<file path="config.mk">
export PLATFORM = sky130hd
export DESIGN_NAME = chain_walker
export DESIGN_NICKNAME = d
export VERILOG_FILES = /design/src/rtl/chain_walker_pkg.sv /design/src/rtl/cw_cost_acc.sv /design/src/rtl/cw_guard_ctr.sv /design/src/rtl/chain_walker.sv
export SDC_FILE = /design/constraint.sdc
export NUM_CORES = 1
export LEC_CHECK = 0
export CAP_MARGIN = 20
export CORE_AREA = 2 2 215 217
export CTS_BUF_LIST = sky130_fd_sc_hd__clkbuf_16
export CTS_CLUSTER_DIAMETER = 30
export DETAILED_ROUTE_END_ITERATION = 6
export DIE_AREA = 0 0 217 219
export DONT_BUFFER_PORTS = 1
export PLACE_DENSITY = 0.46
export SETUP_SLACK_MARGIN = 0.4
export SYNTH_ARGS = -nofsm -noshare
export SYNTH_HDL_FRONTEND = slang
export SYNTH_SLANG_ARGS = --single-unit
</file>
<file path="constraint.sdc">
create_clock -name clk -period 3.8 [get_ports clk]
set_input_delay 0.76 -clock clk [delete_from_list [all_inputs] [get_ports clk]]
set_output_delay 0.76 -clock clk [all_outputs]
set_load 0.01 [all_outputs]
</file>
<file path="src/rtl/chain_walker_pkg.sv">
package chain_walker_pkg;

    localparam int PTR_W         = 24;
    localparam int END_BIT       = 23;
    localparam int LEN_W         = 8;
    localparam int WORD_W        = 32;
    localparam int WORD_BYTES    = 4;
    localparam int NODE_OVERHEAD = 5;

    typedef enum logic [3:0] {
        ST_IDLE,
        ST_CHECK,
        ST_HDR,
        ST_TAG,
        ST_PAY_START,
        ST_PAY,
        ST_CLR_RD,
        ST_CLR_WR,
        ST_DONE
    } walk_state_e;

    // Header word: count in the top byte, next pointer below.
    typedef struct packed {
        logic [LEN_W-1:0] len;
        logic [PTR_W-1:0] next;
    } node_hdr_t;

    function automatic logic [LEN_W:0] node_cost(input logic [LEN_W-1:0] len);
        return (LEN_W+1)'(NODE_OVERHEAD) + {1'b0, len};
    endfunction

    function automatic node_hdr_t with_mark(input node_hdr_t h, input logic mark);
        node_hdr_t r;
        r = h;
        r.next[END_BIT] = mark;
        return r;
    endfunction

endpackage

</file>
<file path="src/rtl/cw_cost_acc.sv">
module cw_cost_acc
    import chain_walker_pkg::*;
#(
    parameter int COST_W = 32
) (
    input  logic              clk,
    input  logic              rst,
    input  logic              clear,
    input  logic              add_en,
    input  logic [LEN_W-1:0]  add_len,
    output logic [COST_W-1:0] total
);

    always_ff @(posedge clk) begin
        if (rst || clear) begin
            total <= '0;
        end else if (add_en) begin
            total <= total + COST_W'(node_cost(add_len));
        end
    end

endmodule

</file>
<file path="src/rtl/cw_guard_ctr.sv">
module cw_guard_ctr #(
    parameter int TAG_AFTER = 8192,
    parameter int TCNT_W    = 20
) (
    input  logic              clk,
    input  logic              rst,
    input  logic              clear,
    input  logic              node_step,
    input  logic              tag_step,
    input  logic              untag_step,
    output logic              guard_on,
    output logic [TCNT_W-1:0] tag_cnt
);

    localparam int NCNT_W = $clog2(TAG_AFTER + 1);

    logic [NCNT_W-1:0] node_cnt;

    // Saturates at the threshold: only "at or past it" matters.
    assign guard_on = (node_cnt == NCNT_W'(TAG_AFTER));

    always_ff @(posedge clk) begin
        if (rst || clear) begin
            node_cnt <= '0;
        end else if (node_step && !guard_on) begin
            node_cnt <= node_cnt + 1'b1;
        end
    end

    always_ff @(posedge clk) begin
        if (rst || clear) begin
            tag_cnt <= '0;
        end else if (tag_step) begin
            tag_cnt <= tag_cnt + 1'b1;
        end else if (untag_step) begin
            tag_cnt <= tag_cnt - 1'b1;
        end
    end

endmodule

</file>
<file path="src/rtl/chain_walker.sv">
module chain_walker
    import chain_walker_pkg::*;
#(
    parameter int ADDR_W    = 21,
    parameter int COST_W    = 32,
    parameter int TAG_AFTER = 8192
) (
    input  logic              clk,
    input  logic              rst,
    input  logic              start,
    input  logic [23:0]       start_addr,
    output logic              busy,
    output logic              mem_rd,
    output logic              mem_wr,
    output logic [ADDR_W-1:0] mem_addr,
    output logic [31:0]       mem_wdata,
    input  logic [31:0]       mem_rdata,
    output logic              out_valid,
    input  logic              out_ready,
    output logic [31:0]       out_data,
    output logic              done,
    output logic [23:0]       done_addr,
    output logic [COST_W-1:0] done_cost
);

    // Enough to count every word-aligned node the memory can hold.
    localparam int TCNT_W = ADDR_W - 1;
    localparam logic [ADDR_W-1:0] STEP = ADDR_W'(WORD_BYTES);

    walk_state_e       state;
    logic [PTR_W-1:0]  cur_ptr;
    node_hdr_t         hdr_q;
    node_hdr_t         rd_hdr;
    logic [LEN_W-1:0]  remain;
    logic [ADDR_W-1:0] pay_addr;
    logic [ADDR_W-1:0] pay_next;
    logic [ADDR_W-1:0] first_tag;
    logic [ADDR_W-1:0] clr_addr;

    logic              acc_clear;
    logic              guard_on;
    logic [TCNT_W-1:0] tag_cnt;
    logic              in_hdr;
    logic              in_tag;
    logic              in_clr_wr;

    assign rd_hdr    = node_hdr_t'(mem_rdata);
    assign pay_next  = pay_addr + STEP;
    assign acc_clear = (state == ST_IDLE) && start;
    assign in_hdr    = (state == ST_HDR);
    assign in_tag    = (state == ST_TAG);
    assign in_clr_wr = (state == ST_CLR_WR);

    cw_cost_acc #(.COST_W(COST_W)) cost_i (
        .clk     (clk),
        .rst     (rst),
        .clear   (acc_clear),
        .add_en  (in_hdr),
        .add_len (rd_hdr.len),
        .total   (done_cost)
    );

    cw_guard_ctr #(.TAG_AFTER(TAG_AFTER), .TCNT_W(TCNT_W)) guard_i (
        .clk        (clk),
        .rst        (rst),
        .clear      (acc_clear),
        .node_step  (in_hdr),
        .tag_step   (in_tag),
        .untag_step (in_clr_wr),
        .guard_on   (guard_on),
        .tag_cnt    (tag_cnt)
    );

    always_ff @(posedge clk) begin
        if (rst) begin
            state     <= ST_IDLE;
            cur_ptr   <= '0;
            hdr_q     <= '0;
            remain    <= '0;
            pay_addr  <= '0;
            first_tag <= '0;
            clr_addr  <= '0;
        end else begin
            unique case (state)
                ST_IDLE: if (start) begin
                    cur_ptr <= start_addr;
                    state   <= ST_CHECK;
                end
                ST_CHECK: begin
                    if (!cur_ptr[END_BIT]) begin
                        state <= ST_HDR;
                    end else if (tag_cnt != '0) begin
                        clr_addr <= first_tag;
                        state    <= ST_CLR_RD;
                    end else begin
                        state <= ST_DONE;
                    end
                end
                ST_HDR: begin
                    hdr_q    <= rd_hdr;
                    remain   <= rd_hdr.len;
                    pay_addr <= cur_ptr[ADDR_W-1:0] + STEP;
                    state    <= (guard_on && !rd_hdr.next[END_BIT]) ? ST_TAG : ST_PAY_START;
                end
                ST_TAG: begin
                    if (tag_cnt == '0) begin
                        first_tag <= cur_ptr[ADDR_W-1:0];
                    end
                    state <= ST_PAY_START;
                end
                ST_PAY_START: begin
                    if (remain == '0) begin
                        cur_ptr <= hdr_q.next;
                        state   <= ST_CHECK;
                    end else begin
                        state <= ST_PAY;
                    end
                end
                ST_PAY: if (out_ready) begin
                    remain   <= remain - 1'b1;
                    pay_addr <= pay_next;
                    if (remain == LEN_W'(1)) begin
                        cur_ptr <= hdr_q.next;
                        state   <= ST_CHECK;
                    end
                end
                ST_CLR_RD: state <= ST_CLR_WR;
                ST_CLR_WR: begin
                    clr_addr <= rd_hdr.next[ADDR_W-1:0];
                    state    <= (tag_cnt == TCNT_W'(1)) ? ST_DONE : ST_CLR_RD;
                end
                ST_DONE: state <= ST_IDLE;
                default: state <= ST_IDLE;
            endcase
        end
    end

    always_comb begin
        mem_rd    = 1'b0;
        mem_wr    = 1'b0;
        mem_addr  = cur_ptr[ADDR_W-1:0];
        mem_wdata = with_mark(hdr_q, 1'b1);
        unique case (state)
            ST_CHECK:     mem_rd = !cur_ptr[END_BIT];
            ST_TAG:       mem_wr = 1'b1;
            ST_PAY_START: begin
                mem_rd   = (remain != '0);
                mem_addr = pay_addr;
            end
            ST_PAY: begin
                // Next word is fetched only on an accepted handshake.
                mem_rd   = out_ready && (remain != LEN_W'(1));
                mem_addr = pay_next;
            end
            ST_CLR_RD: begin
                mem_rd   = 1'b1;
                mem_addr = clr_addr;
            end
            ST_CLR_WR: begin
                mem_wr    = 1'b1;
                mem_addr  = clr_addr;
                mem_wdata = with_mark(rd_hdr, 1'b0);
            end
            default: ;
        endcase
    end

    assign busy      = (state != ST_IDLE);
    assign out_valid = (state == ST_PAY);
    assign out_data  = mem_rdata;
    assign done      = (state == ST_DONE);
    assign done_addr = cur_ptr;

endmodule

</file>
; Word level (Yosys, flattened, before mapping)
; Cells that the tools add are included.
[op_classes]
muxes = 27
reduce_logical = 25
n_eq_ne = 18
add_sub_neg = 8
[op_table]
columns = operator, n
row1 = 24-bit two-way mux, 4
row2 = 21-bit one-hot mux with 2 select lines, 2
row3 = 24-bit one-hot mux with 3 select lines, 1
row4 = 21-bit two-way mux, 3
row5 = 21-bit one-hot mux with 3 select lines, 1
row6 = "21-bit by 3-bit adder with 21-bit output, second input constant", 2
row7 = 20-bit two-way mux, 2
row8 = 32-bit by 9-bit adder with 32-bit output, 1
row9 = 32-bit two-way mux, 1
row10 = 4-bit one-hot mux with 8 select lines, 1
row11 = 4-bit two-way mux, 6
row12 = "20-bit by 1-bit adder with 20-bit output, second input constant", 1
row13 = "20-bit by 1-bit == test with 1-bit output, second input constant", 1
row14 = 20-bit zero test, 1
row15 = 20-bit nonzero test, 1
row16 = "20-bit by 1-bit subtractor with 20-bit output, second input constant", 1
row17 = "4-bit by 3-bit == test with 1-bit output, second input constant", 4
row18 = 8-bit one-hot mux with 2 select lines, 1
row19 = "14-bit by 1-bit adder with 14-bit output, second input constant", 1
row20 = "14-bit == test, second input constant", 1
row21 = "3-bit by 8-bit adder with 9-bit output, first input constant", 1
row22 = "4-bit by 2-bit == test with 1-bit output, second input constant", 2
row23 = "8-bit by 1-bit == test with 1-bit output, second input constant", 1
row24 = 8-bit zero test, 1
row25 = 22 further kinds, 37
[word_totals]
out_inout_bits = 146
input_bits = 60
regBits = 197

; Logic depth before layout (Yosys ltp)
[logic_depth]
word_depth = 4
mapped_depth = 10

; Hierarchy
; A second synthesis with hierarchy kept.
[unflattened]
cells_unflattened = 1575
area_unflattened_um2 = 12057.8
[by_module_without_submodules]
columns = mod, area_per_inst_um2, seq_area_each_um2, cells_per_inst, n_inst
row1 = chain_walker, 7812.5, 2622.5, 1065, 1
row2 = cw_guard_ctr, 2378.5, 680.7, 301, 1
row3 = cw_cost_acc, 1866.8, 640.6, 209, 1

; Worst setup path after synthesis
; OpenSTA, ideal clock, no wires.
[synth_timing]
path_type = input to register
start = in mem_rdata[31]
end = reg cost_i.total[22]
t_arrival_ns = 2.848
path_slack_ns = 0.881
setup_ns = 0.071
stages = 8
t_required_ns = 3.729
path_buffers = 1
cell_sequence = ha_1 > ha_1 > o21ai_0 > o21bai_1 > o31ai_1 > clkbuf_1 > or4b_1 > a21oi_1
[synth_via]
elab_chain_len = 2
[synth_lines]
columns = item, line
row1 = "start, declared", chain_walker.sv:17  ; input logic [31:0] mem_rdata,
row2 = 3-bit by 8-bit adder with 9-bit output, chain_walker_pkg.sv:29  ; return (LEN_W+1)'(NODE_OVERHEAD) + {1'b0, len};
row3 = 32-bit by 9-bit adder with 32-bit output, cw_cost_acc.sv:18  ; total <= total + COST_W'(node_cost(add_len));
row4 = "end signal, assigned", cw_cost_acc.sv:18
row5 = "end, declared", cw_cost_acc.sv:11  ; output logic [COST_W-1:0] total
; Every way passes these cells.
; A chain may end at the register's enable or synchronous reset.

; Worst setup path in the final report
[layout_timing]
start = reg pay_addr[2]
end = out mem_addr[18]
[layout_via]
elab_chain_len = 2
[layout_lines]
columns = item, line
row1 = "start, declared", chain_walker.sv:35  ; logic [ADDR_W-1:0] pay_addr;
row2 = "start signal, assigned", chain_walker.sv:102  ; pay_addr <= cur_ptr[ADDR_W-1:0] + STEP;
row3 = "start signal, assigned", chain_walker.sv:121  ; pay_addr <= pay_next;
row4 = 21-bit by 3-bit adder with 21-bit output, chain_walker.sv:48  ; assign pay_next = pay_addr + STEP;
row5 = 21-bit one-hot mux with 3 select lines, chain_walker.sv:143  ; unique case (state)
row6 = "end, declared", chain_walker.sv:15  ; output logic [ADDR_W-1:0] mem_addr,
; Every way passes these cells.

==> results.toml <==
[finish]
n_antenna_cell = 0
layout.cells.non_filler = 2082
final_util = 0.274
nNetsFinal = 1558
final_layout_size_suffix_gt1_frac = 0.0749
area_delta_synth_final_pct = 10.1

[floorplanning]
start_util = 0.249
die_x_um = 217
die-area_mm2 = 0.0475
num_rows = 78
die_y_um = 219
io_pins = 206
coreArea_mm2 = 0.0451

[clock_tree]
htree_levels = 4
cts-hold-fix-buffers = 0
max-clock-path-buffers = 2
clkTransAtPathRegs_ns = 0.08
cts_tree = "built"
cts_inserted_buffers = 17
cts_root_buf = "clkbuf_16"
clock-sinks = 197
clock_latency_ns = 0.50

[hold_path]
hp-class = "in2reg"
hold_start = "rst"

[setup_path]
cp-endpoint = "mem_addr[18]"
reg2reg_slack_ns = 0.99
endpoint_kind = "primary output"
cp.required_ns = 3.04
crit_start = "pay_addr[2]"
rr_startpoint = "state[1]"
worst_ep_arrival_time_ns = 2.61
start_kind = "flip-flop"
path_class = "reg2out"
reg2regPathDepth = 7
timing.rr.end = "done_addr[2]"
path_max_fanout = 7

[route]
route.detailed.vias_per_inst = 5.17
drt-wirelength-per-cell_um = 19.1
drt_pass1_iterations = 5
drc = 0
ant_nets = 0
wirelength_um = 39800
dr.first_iter.drc_count = 817
num_vias = 10800

[sta]
finClkSkew_ns = 0.0316
slew_viol_final = 0
max_freq_mhz = 297
rsz0062_at_grt = "yes"
worst_slack_ns = 0.431
fin_crit_sh = 0.887
setup_viol_count_final = 0
tightestPinTransition_ns = 0.905
setup_tns_ns = 0
fin_crit_ns = 3.37
hold_viol_final = 0
slew_headroom = 0.397

[yosys]
yosysSeqAreaShare = 0.352
async_flop_share = 0
synth-edff-count = 0
synth-seq-cells = 197
synth_nets = 1632
synthCells = 1544
synth.area.top_cells = "dfxtp_1 35%, nand2_1 12%, a21oi_1 6.1%"
netlist_area_mm2 = 0.0112
synth_area_per_cell_um2 = 7.26
synth_top_area_frac = 0.352
yosys.area.top_type = "dfxtp_1"
ys_types = 74
synth_ff_type = "dfxtp_1"
ys_warn_count = 0

[placed_design]
placement.io_buffers = 0
post-place-cells = 2050
dp_hpwl_um = 27400
place.gp.congestion = 0.871
preCtsSetupSlack_ns = 0.673

[pwr]
p_sw_mw = 2.85
switching_share = 0.411
power_density_mw_per_mm2 = 562
pwr-share-comb = 0.313
clockPowerShare = 0.291
seqPwrFrac = 0.396
vdd_drop_max_v = 0.000289
leakagePower_nw = 4.09
p_int_mw = 4.09

[global_routing]
use_met2 = 0.261
grt.busiest_layer = "met2"
gr-total-overflow = 0
grt_util_met1 = 0.223
grt_pass1_wl_um = 60500
grt_max_degree = 130
track_usage = 0.166
grt_util_met3 = 0.0377
grt_pass1_vias = 10000
antenna_found_initial = 4

[run]
drv_cap = 0

[status]
status = "complete, no violations"
==> cells in the mapped netlist, types with 12 or more instances <==
| master | instances |
|---|---|
| nor3_1 | 30 |
| or3_1 | 23 |
| xnor2_1 | 27 |
| a31oi_1 | 36 |
| nand2_1 | 359 |
| nor2_1 | 114 |
| dfxtp_1 | 197 |
| o21ai_0 | 83 |
| ha_1 | 27 |
| or4_1 | 14 |
| inv_1 | 33 |
| clkbuf_1 | 86 |
| nand4_1 | 41 |
| nand3_1 | 52 |
| o31ai_1 | 12 |
| a311oi_1 | 25 |
| nor3b_1 | 12 |
| a21oi_1 | 137 |
| buf_4 | 35 |
| nor4_1 | 21 |
| xor2_1 | 23 |
==> flip-flops by register name, indices dropped and copies added, names as in the netlist <==
signal,cells
guard_i.tag_cnt,20
hdr_q,32
first_tag,21
cost_i.total,32
done_addr,24
state,4
clr_addr,21
pay_addr,21
remain,8
guard_i.node_cnt,14
==> power by group through the flow <==
stage | Clock, mW | Combinational, mW | Sequential, mW
2_1_floorplan | 0 | 1.57 | 2.59
3_3_place_gp | 0 | 2.17 | 2.79
3_5_place_dp | 0 | 2.18 | 2.80
4_1_cts | 2.10 | 2.20 | 2.75
5_1_grt | 2.17 | 2.41 | 2.80
6_report | 2.02 | 2.17 | 2.75
==> logic make-up after synthesis <==
family,synth area share
AO/OA/AOI/OAI,0.192
XOR/XNOR,0.0390
multiplexers,0.00904
buffers and inverters,0.0718
flip-flops,0.352
adder cells (fa/ha/maj),0.0328
AND/OR/NAND/NOR,0.303
==> per-layer routing <==
| metal | part of all wire | up-vias | wire, µm |
|---|---|---|---|
| met4 | 0.020 | 6 | 801 |
| met5 | 0.00086 | - | 34 |
| li1 | - | 5263 | - |
| met1 | 0.47 | 5176 | 18700 |
| met2 | 0.46 | 271 | 18100 |
| met3 | 0.053 | 40 | 2110 |
==> cells in the final DEF (no fill, tap or decap), types with 9 or more instances in the layout <==
cell and n:
buf_4 44, a31oi_1 35, nand4_1 41, nand2_1 358
nor3_1 30, nand3_1 52, dfxtp_1 192, or4_1 14
a21oi_1 137, nor2_1 112, nor4_1 20, xnor2_1 27
clkbuf_16 17, o31ai_1 11, mux2i_1 9, and3_1 10
a311oi_1 25, and2_1 11, xor2_1 23, or3_1 23
inv_1 33, o21ai_0 81, ha_1 27, nor3b_1 12
a211oi_1 10
==> layout make-up <==
| type | instances | area (µm²) |
|---|---|---|
| clock buffer | 17 | 425 |
| clock inverter | 14 | 189 |
| fill | 4990 | 32700 |
| inverter | 35 | 136 |
| multi-input combinational | 1174 | 6550 |
| sequential | 197 | 3950 |
| tap | 600 | 751 |
| timing repair buffer | 45 | 350 |
==> critical path, cell delays in order, from the launching register on <==
cell      delay, ns
dfxtp_1        0.49
ha_1           0.36
nand4_1        0.19
nor4_4         0.30
xor2_1         0.12
a221oi_1       0.38
o21ai_0        0.13
buf_4          0.16
==> worst min path at each step <==
stage	cells after the start	to	slack, ns
finish	1	pay_addr[6]	0.35
global route	1	state[1]	0.33
CTS	1	pay_addr[6]	0.34
detailed placement	2	first_tag[17]	0.44
global placement	2	first_tag[7]	0.44
floorplan	2	first_tag[0]	0.43
==> stage by stage <==
step / hold slack [ns] / power [mW] / area (µm²)
6_report: 0.350 / 6.94 / 12300
5_1_grt: 0.334 / 7.37 / 12300
4_1_cts: 0.341 / 7.04 / 12300
3_5_place_dp: 0.442 / 4.98 / 11700
3_3_place_gp: 0.436 / 4.96 / 11700
2_1_floorplan: 0.432 / 4.16 / 11200
==> repair_timing <==
action | CTS | global route
resized for setup | 8 | 6
cloned | 0 | 0
pin swaps | 1 | 2
buffers inserted | 0 | 1
setup endpoints to repair | 16 | 11
Note: power is estimated with default switching activity, not from simulation.
